**config.mk**
```make
export PLATFORM = sky130hd
export DESIGN_NAME = keytone_gen
export DESIGN_NICKNAME = d
export VERILOG_FILES = /design/src/rtl/keytone_pkg.sv /design/src/rtl/keytone_decode.sv /design/src/rtl/keytone_div.sv /design/src/rtl/keytone_wave.sv /design/src/rtl/keytone_gen.sv
export SDC_FILE = /design/constraint.sdc
export NUM_CORES = 1
export LEC_CHECK = 0
export BUFFER_PORTS_ARGS = -buffer_cell sky130_fd_sc_hd__buf_4
export CAP_MARGIN = 5
export CORE_UTILIZATION = 30
export CTS_BUF_LIST = sky130_fd_sc_hd__clkbuf_16
export DETAILED_ROUTE_END_ITERATION = 6
export GPL_TIMING_DRIVEN = 1
export MAX_ROUTING_LAYER = met4
export RECOVER_POWER = 25
export SYNTH_ARGS = -nofsm -noshare
export SYNTH_HDL_FRONTEND = slang
export SYNTH_SLANG_ARGS = --single-unit
```
**constraint.sdc**
```tcl
create_clock -name clk_i -period 3.7 [get_ports clk_i]
set_input_delay 0.37 -clock clk_i [delete_from_list [all_inputs] [get_ports clk_i]]
set_output_delay 0.37 -clock clk_i [all_outputs]
set_load 0.02 [all_outputs]
```
**src/rtl/keytone_pkg.sv**
```systemverilog
package keytone_pkg;

  // Action requested by one key event.
  typedef enum logic [1:0] {
    CMD_NONE = 2'd0,
    CMD_LOAD = 2'd1,
    CMD_STOP = 2'd2
  } key_cmd_e;

endpackage

```
**src/rtl/keytone_decode.sv**
```systemverilog
module keytone_decode
  import keytone_pkg::*;
#(
  parameter int KEY_W       = 4,
  parameter int KEY_MAX     = 9,
  parameter int UNIT_CYCLES = 50000,
  parameter int LIM_W       = 19
) (
  input  logic             key_vld_i,
  input  logic [KEY_W-1:0] key_i,
  output key_cmd_e         cmd_o,
  output logic [LIM_W-1:0] lim_o
);

  logic key_zero;
  logic key_in_range;

  always_comb begin
    key_zero     = (key_i == '0);
    key_in_range = (key_i <= KEY_W'(KEY_MAX));
    // Half-period length in clock cycles for the presented key.
    lim_o        = LIM_W'(key_i) * LIM_W'(UNIT_CYCLES);
    if (!key_vld_i) begin
      cmd_o = CMD_NONE;
    end else if (key_zero) begin
      cmd_o = CMD_STOP;
    end else if (key_in_range) begin
      cmd_o = CMD_LOAD;
    end else begin
      cmd_o = CMD_NONE;
    end
  end

endmodule

```
**src/rtl/keytone_div.sv**
```systemverilog
module keytone_div
  import keytone_pkg::*;
#(
  parameter int LIM_W = 19
) (
  input  logic             clk_i,
  input  logic             rst_ni,
  input  key_cmd_e         cmd_i,
  input  logic [LIM_W-1:0] lim_i,
  output logic             run_o,
  output logic [LIM_W-1:0] cnt_o,
  output logic [LIM_W-1:0] lim_o,
  output logic             tick_o
);

  logic             run_q, run_d;
  logic [LIM_W-1:0] cnt_q, cnt_d;
  logic [LIM_W-1:0] lim_q, lim_d;
  logic             at_end;
  logic             upd_en;

  always_comb begin
    at_end = run_q && (cnt_q == lim_q - LIM_W'(1));
    // A key event on the terminal edge wins over the flip.
    tick_o = at_end && (cmd_i == CMD_NONE);
    run_d  = run_q;
    cnt_d  = cnt_q;
    lim_d  = lim_q;
    case (cmd_i)
      CMD_LOAD: begin
        run_d = 1'b1;
        cnt_d = '0;
        lim_d = lim_i;
      end
      CMD_STOP: begin
        run_d = 1'b0;
        cnt_d = '0;
      end
      default: begin
        if (run_q) begin
          cnt_d = at_end ? '0 : cnt_q + LIM_W'(1);
        end
      end
    endcase
    upd_en = run_q || (cmd_i != CMD_NONE);
  end

  always_ff @(posedge clk_i or negedge rst_ni) begin
    if (!rst_ni) begin
      run_q <= 1'b0;
      cnt_q <= '0;
      lim_q <= '0;
    end else if (upd_en) begin
      run_q <= run_d;
      cnt_q <= cnt_d;
      lim_q <= lim_d;
    end
  end

  assign run_o = run_q;
  assign cnt_o = cnt_q;
  assign lim_o = lim_q;

endmodule

```
**src/rtl/keytone_wave.sv**
```systemverilog
module keytone_wave (
  input  logic clk_i,
  input  logic rst_ni,
  input  logic tick_i,
  output logic wave_o
);

  logic wave_q, wave_d;

  always_comb begin
    wave_d = ~wave_q;
  end

  always_ff @(posedge clk_i or negedge rst_ni) begin
    if (!rst_ni) begin
      wave_q <= 1'b0;
    end else if (tick_i) begin
      wave_q <= wave_d;
    end
  end

  assign wave_o = wave_q;

endmodule

```
**src/rtl/keytone_gen.sv**
```systemverilog
module keytone_gen
  import keytone_pkg::*;
#(
  parameter int KEY_W       = 4,
  parameter int KEY_MAX     = 9,
  parameter int UNIT_CYCLES = 50000
) (
  input  logic             clk_i,
  input  logic             rst_ni,
  input  logic             key_vld_i,
  input  logic [KEY_W-1:0] key_i,
  output logic             wave_o
);

  localparam int LIM_W = $clog2(KEY_MAX * UNIT_CYCLES + 1);

  key_cmd_e         key_cmd;
  logic [LIM_W-1:0] lim_new;
  logic             run_q;
  logic [LIM_W-1:0] cnt_q;
  logic [LIM_W-1:0] lim_q;
  logic             half_tick;

  keytone_decode #(
    .KEY_W      (KEY_W),
    .KEY_MAX    (KEY_MAX),
    .UNIT_CYCLES(UNIT_CYCLES),
    .LIM_W      (LIM_W)
  ) u_decode (
    .key_vld_i(key_vld_i),
    .key_i    (key_i),
    .cmd_o    (key_cmd),
    .lim_o    (lim_new)
  );

  keytone_div #(
    .LIM_W(LIM_W)
  ) u_div (
    .clk_i (clk_i),
    .rst_ni(rst_ni),
    .cmd_i (key_cmd),
    .lim_i (lim_new),
    .run_o (run_q),
    .cnt_o (cnt_q),
    .lim_o (lim_q),
    .tick_o(half_tick)
  );

  keytone_wave u_wave (
    .clk_i (clk_i),
    .rst_ni(rst_ni),
    .tick_i(half_tick),
    .wave_o(wave_o)
  );

endmodule

```
* Yosys cells after proc, flatten, opt, wreduce, memory -nomap -nowiden
Cells that the tools add are included.
Word-level totals: flip-flop bits (word level) 36, bits of input ports 7, output and inout port bits 1, word-level logic and storage cells 31
Cells by class: add/subtract/negate cells 2, multiply operators 1, order comparisons 1, equality and inequality tests 3, multiplexer cells 7, bitwise gates (word level) 1, reductions and logical operators 12
Operator list (number):
- two-way mux 19 bit | 3
- adder 19 x 1 -> 19 bit, second input constant | 1
- == test 19 bit | 1
- subtractor 19 x 1 -> 19 bit, second input constant | 1
- multiplier 4 x 12 -> 15 bit, second input constant | 1
- AND reduction 2 bit | 3
- nonzero test 2 bit | 3
- less-or-equal comparator 4 bit, second input constant | 1
- zero test 4 bit | 1
- two-way mux 2 bit | 2
- == test 2 x 1 -> 1 bit, second input constant | 1
- == test 2 bit, second input constant | 1
- logical AND 1 bit | 2
- zero test 2 bit | 1
- one-hot mux 1 bit (2 select lines) | 1
- OR reduction 2 bit | 1
- logical OR 1 bit | 1
- two-way mux 1 bit | 1
- NOT 1 bit | 1

* Depth between registers and ports, before layout
depth after elaboration 8, gate-level depth with buffers 12, depth with buffers taken out 10

* Cells and area by module
From an unflattened synthesis, not the netlist that was laid out.
Second synthesis, totals: cells, all modules 389, area, all modules 3479.6 um2
By module, submodules not included:
- keytone_div | instances 1, cells an instance 319, area each 2856.5 um2, sequential area each 975.9 um2
- keytone_decode | instances 1, cells an instance 68, area each 589.3 um2, sequential area each 0.0 um2
- keytone_wave | instances 1, cells an instance 2, area each 33.8 um2, sequential area each 25.0 um2

* Least setup slack after synthesis
OpenSTA, ideal clock, no wires.
kind register -> register, start register u_div.lim_q[6] (netlist: u_div.lim_o[6]), end register u_div.cnt_q[1] (netlist: u_div.cnt_o[1]), setup time 0.121 ns, arrival time 2.416 ns, required time 3.579 ns, path slack 1.163 ns, stages on the path, launching flop included 10, path buffers 3, period minus slack after synthesis 2.537 ns, path through dfrtp_1 -> buf_6 -> nor4_4 -> a31oi_1 -> o32ai_1 -> a31oi_1 -> or4_1 -> buf_6 -> buf_8 -> a32o_2
On the way: longest elaborated chain between the ends 6
Ends and longest elaborated chain:
- from (decl) | line keytone_div.sv:18 | logic [LIM_W-1:0] lim_q, lim_d;
- from (signal assigned) | line keytone_div.sv:56 | lim_q <= lim_d;
- subtractor 19 x 1 -> 19 bit | line keytone_div.sv:23 | at_end = run_q && (cnt_q == lim_q - LIM_W'(1));
- == test 19 bit | line keytone_div.sv:23
- logical AND 1 bit | line keytone_div.sv:23
- two-way mux 19 bit | line keytone_div.sv:41 | cnt_d = at_end ? '0 : cnt_q + LIM_W'(1);
- two-way mux 19 bit | line keytone_div.sv:40 | if (run_q) begin
- two-way mux 19 bit | line keytone_div.sv:29 | case (cmd_i)
- to (signal assigned) | line keytone_div.sv:55 | cnt_q <= cnt_d;
- to (decl) | line keytone_div.sv:17 | logic [LIM_W-1:0] cnt_q, cnt_d;
Every way passes these cells. The select of a mux whose other input is x is not followed. A chain may end at the register's enable or synchronous reset.

* Worst setup path in the final report
start register u_div.lim_q[6] (netlist: u_div.lim_o[6]), end register u_div.cnt_q[18] (netlist: u_div.cnt_o[18])
Same word-level chain as after synthesis.

==> results by group <==
Floorplanning
  – Core area: 9196 um^2
  – Die height: 99.43 um
  – Initial core utilization: 0.3097
  – Die area: 9886 um^2
  – I/O pin total: 8
  – Cell Rows: 35
  – Die width: 99.43 um

Worst setup path
  – CP Launch Type: flip-flop
  – Worst Path Max Fanout: 26
  – Worst path required time: 3850 ps
  – CP Class: flip-flop to flip-flop
  – Crit path DAT: 3310 ps
  – Worst R2R Setup Slack: 530 ps
  – CP startpoint: u_div.lim_o[6]$_DFFE_PN0P_
  – Worst setup EP type: flip-flop
  – Reg-to-reg startpoint: u_div.lim_o[6]$_DFFE_PN0P_
  – Reg2Reg Depth: 7
  – FF-to-FF End: u_div.cnt_o[18]$_DFFE_PN0P_

Final layout
  – Nets: 355
  – Layout cells sized above 1: 0.07165
  – P&R area growth vs syn: 7.909%
  – Non-Filler Instances: 432
  – Inserted Diodes: 0
  – Fillcell total: 966

GRT
  – Gr busiest metal: met2
  – Number of global-route vias before repair: 2081
  – Met3 usage: 0.02811
  – Total GRT Usage: 0.1342
  – Global routing usage on met1: 0.1813
  – GRT overflow: 0
  – M2 GR Usage: 0.2009
  – Initial antenna violation count: 0
  – Global-route wire length before repair: 10.21 mm
  – Largest net degree at the start of global routing: 37

Synth
  – Mapped Nets: 355
  – Synth Area in Compound Gates: 0.1494
  – Post-synthesis simple-gate area fraction: 0.2285
  – Post-synthesis mux area share: 0.02944
  – Ys async rst share: 1.000
  – Avg Synthesized Cell Area: 8.899 um^2
  – Most used DFF post-synth: dfrtp_1
  – #FFs+latches synth: 36
  – Synth Area in XOR/XNOR: 0.08304
  – EDFF count, synth: 0
  – Yosys top cell area share: 0.3163
  – Synthesis warning total: 0
  – Cell Area, Synth: 2848 um^2
  – Distinct cells, synth: 51
  – Leading area contributor after synthesis: dfrtp_1
  – Post-Syn Instances: 320
  – Seq/Total Area, Yosys: 0.3163
  – Post-Synth Adder-Cell Area: 0.1257
  – Main combinational cell family by area after synthesis: simple AND/OR/NAND/NOR gates
  – Synth top area cells: dfrtp_1 (32%), ha_1 (12%), nand2_1 (4.9%)

Hold path
  – Hold_sp: u_wave.wave_o$_DFFE_PN0P_
  – WHS Endpoint: u_wave.wave_o$_DFFE_PN0P_
  – Worst hold path class: flip-flop to flip-flop
  – Worst hold path depth: 1

Outcome
  – Failing checks: max-capacitance violations, max-slew violations
  – Status: complete, but fails checks

STA
  – Min Tclk post-route: 3167 ps
  – Final hold viol count: 0
  – Tcrit/Tclk final: 0.8560
  – Clk_skew: 4.922 ps
  – Max-slew headroom: -0.2607
  – Setup TNS: 0 ps
  – Pins over their slew limit: 37
  – Worst slew pin tran: 1891 ps
  – Final WS setup: 533.0 ps
  – Fmax: 315.8 MHz
  – Final setup vio count: 0
  – Unrepaired setup endpoints after global routing: no

Detailed routing
  – Vias: 2287
  – DR WL/cell: 13.64 um
  – Vias per inst: 5.294
  – Final ANT Viol Nets: 0
  – Drt total wl: 5.894 mm
  – Initial detailed-routing violation count: 107
  – Drt pass-1 iters: 4
  – Post-route DRC: 0

Clock tree
  – Hold buffer count at cts: 0
  – Worst skew pair latency: 280 ps
  – Clk sinks: 36
  – Post_cts resized: 0
  – Post-CTS setup buffers: 0
  – Total CTS buffers: 5
  – H-tree depth: 2
  – Clock slew at reported path FFs: 50 ps
  – Max Root-Sink Buffers: 2
  – TritonCTS clock tree: yes
  – Clock root buffer: clkbuf_16

Power
  – Sw Pwr: 0.0005241 W
  – Total Power: 0.001455 W
  – P_int: 0.0009313 W
  – Leak Pwr: 1.327 nW
  – Sw frac: 0.3601
  – Sequential Power Share: 0.413
  – Peak VDD IR: 0.1843 mV
  – Comb power frac: 0.319
  – Pwr Density: 473.6 nW/um^2
  – Clock power frac: 0.268

Placed design
  – Post-Place Worst Slack: 531.7 ps
  – Global placer's final weighted congestion: 0.8442
  – Dpl hpwl: 4.497 mm
  – Port bufs: 7
  – Inst Count DP: 424

Run
  – Max-Cap Viols: 1
==> synth_stat cells, types with 2 or more instances <==
master and n:
nand2_1 37, dfrtp_1 36, ha_1 27, nand3_1 20, inv_1 19, o21ai_0 19, nand4_1 18, xnor2_1 15
a31oi_1 13, xor2_1 12, and3_1 8, clkbuf_1 7, nor2_1 7, nor3_1 7, a21oi_1 6, buf_6 5
mux2i_1 5, nor4_1 5, o311ai_1 5, nor2b_1 4, mux2_2 3, o21a_1 3, o22ai_1 3, a21o_1 2
buf_4 2, nand3b_1 2, nor4_4 2, o211ai_1 2, o21bai_1 2, or2_2 2, or4_1 2
==> placed cells by master, fill, tap and decap left out, drive strengths merged, types with 2 or more instances in the layout <==
cell type / instances
a21o: 2
a21oi: 6
a31oi: 13
and3: 8
and4: 2
buf: 9
clkbuf: 6
dfrtp: 36
ha: 27
inv: 21
mux2: 3
mux2i: 5
nand2: 37
nand3: 20
nand3b: 2
nand4: 18
nor2: 7
nor2b: 4
nor3: 7
nor4: 7
o211ai: 2
o21a: 3
o21ai: 20
o21bai: 2
o22ai: 3
o311ai: 6
or2: 2
or4: 2
xnor2: 15
xor2: 12
==> critical path, stage by stage, from the launching register on <==
cell and delay (ps):
dfrtp_1 480, nor4_4 520, a31oi_1 180, o32ai_1 290, a31oi_1 60, or4_1 950, nand2_1 400, o22ai_1 140
==> final cells by class <==
type,instances,area (um^2),share of cell area
repair buffers,10,71.32,0.02321
well taps,111,138.9,0.04520
clock buffers,5,125.1,0.04072
flip-flops and latches,36,900.9,0.2932
multi-input cells,248,1754,0.5708
clock inverters,3,11.26,0.003664
inverters,19,71.32,0.02321
==> per-layer routing <==
metal / vias up / share of wire
met5: - / 0
met4: 0 / 0.013
met2: 45 / 0.45
li1: 1173 / -
met3: 7 / 0.036
met1: 1062 / 0.51
==> worst max-delay path by stage <==
stage / slack, ps / to
after floorplan: 1160 / u_div.cnt_o[1]$_DFFE_PN0P_
after global routing: 240 / u_div.cnt_o[10]$_DFFE_PN0P_
after CTS: 530 / u_div.cnt_o[18]$_DFFE_PN0P_
final: 530 / u_div.cnt_o[18]$_DFFE_PN0P_
after global placement: 570 / u_div.cnt_o[8]$_DFFE_PN0P_
after detailed placement: 530 / u_div.cnt_o[18]$_DFFE_PN0P_
==> power by group through the flow <==
stage / Sequential [W] / Clock (W) / Combinational (W)
6_report: 0.000602 / 0.000390 / 0.000464
3_3_place_gp: 0.000602 / 0 / 0.000462
2_1_floorplan: 0.000569 / 0 / 0.000401
4_1_cts: 0.000602 / 0.000400 / 0.000468
5_1_grt: 0.000617 / 0.000419 / 0.000528
3_5_place_dp: 0.000608 / 0 / 0.000465
==> cells by family (layout without fill, tap and decap cells) <==
kind of cell / count (synthesis) / after routing
AO/OA/AOI/OAI: 65 / 65
XOR/XNOR: 27 / 27
adder cells (fa/ha/maj): 28 / 28
buffers and inverters: 36 / 37
flip-flops: 36 / 36
multiplexers: 8 / 8
AND/OR/NAND/NOR: 120 / 120
==> flip-flops by register name (all words and copies together) (netlist names) <==
name	cells
u_div.cnt_o	19
u_div.lim_o	15
u_div.run_o	1
u_wave.wave_o	1
==> per-stage QoR <==
stage	hold slack [ps]	util	cell area, um^2
2_1_floorplan	74.41	-	2848
3_3_place_gp	358.0	0.3197	2940
3_5_place_dp	352.8	0.3197	2940
4_1_cts	56.58	0.3346	3077
5_1_grt	522.5	0.3342	3073
6_report	485.9	0.3342	3073
Power figures use the tool's default switching activity.
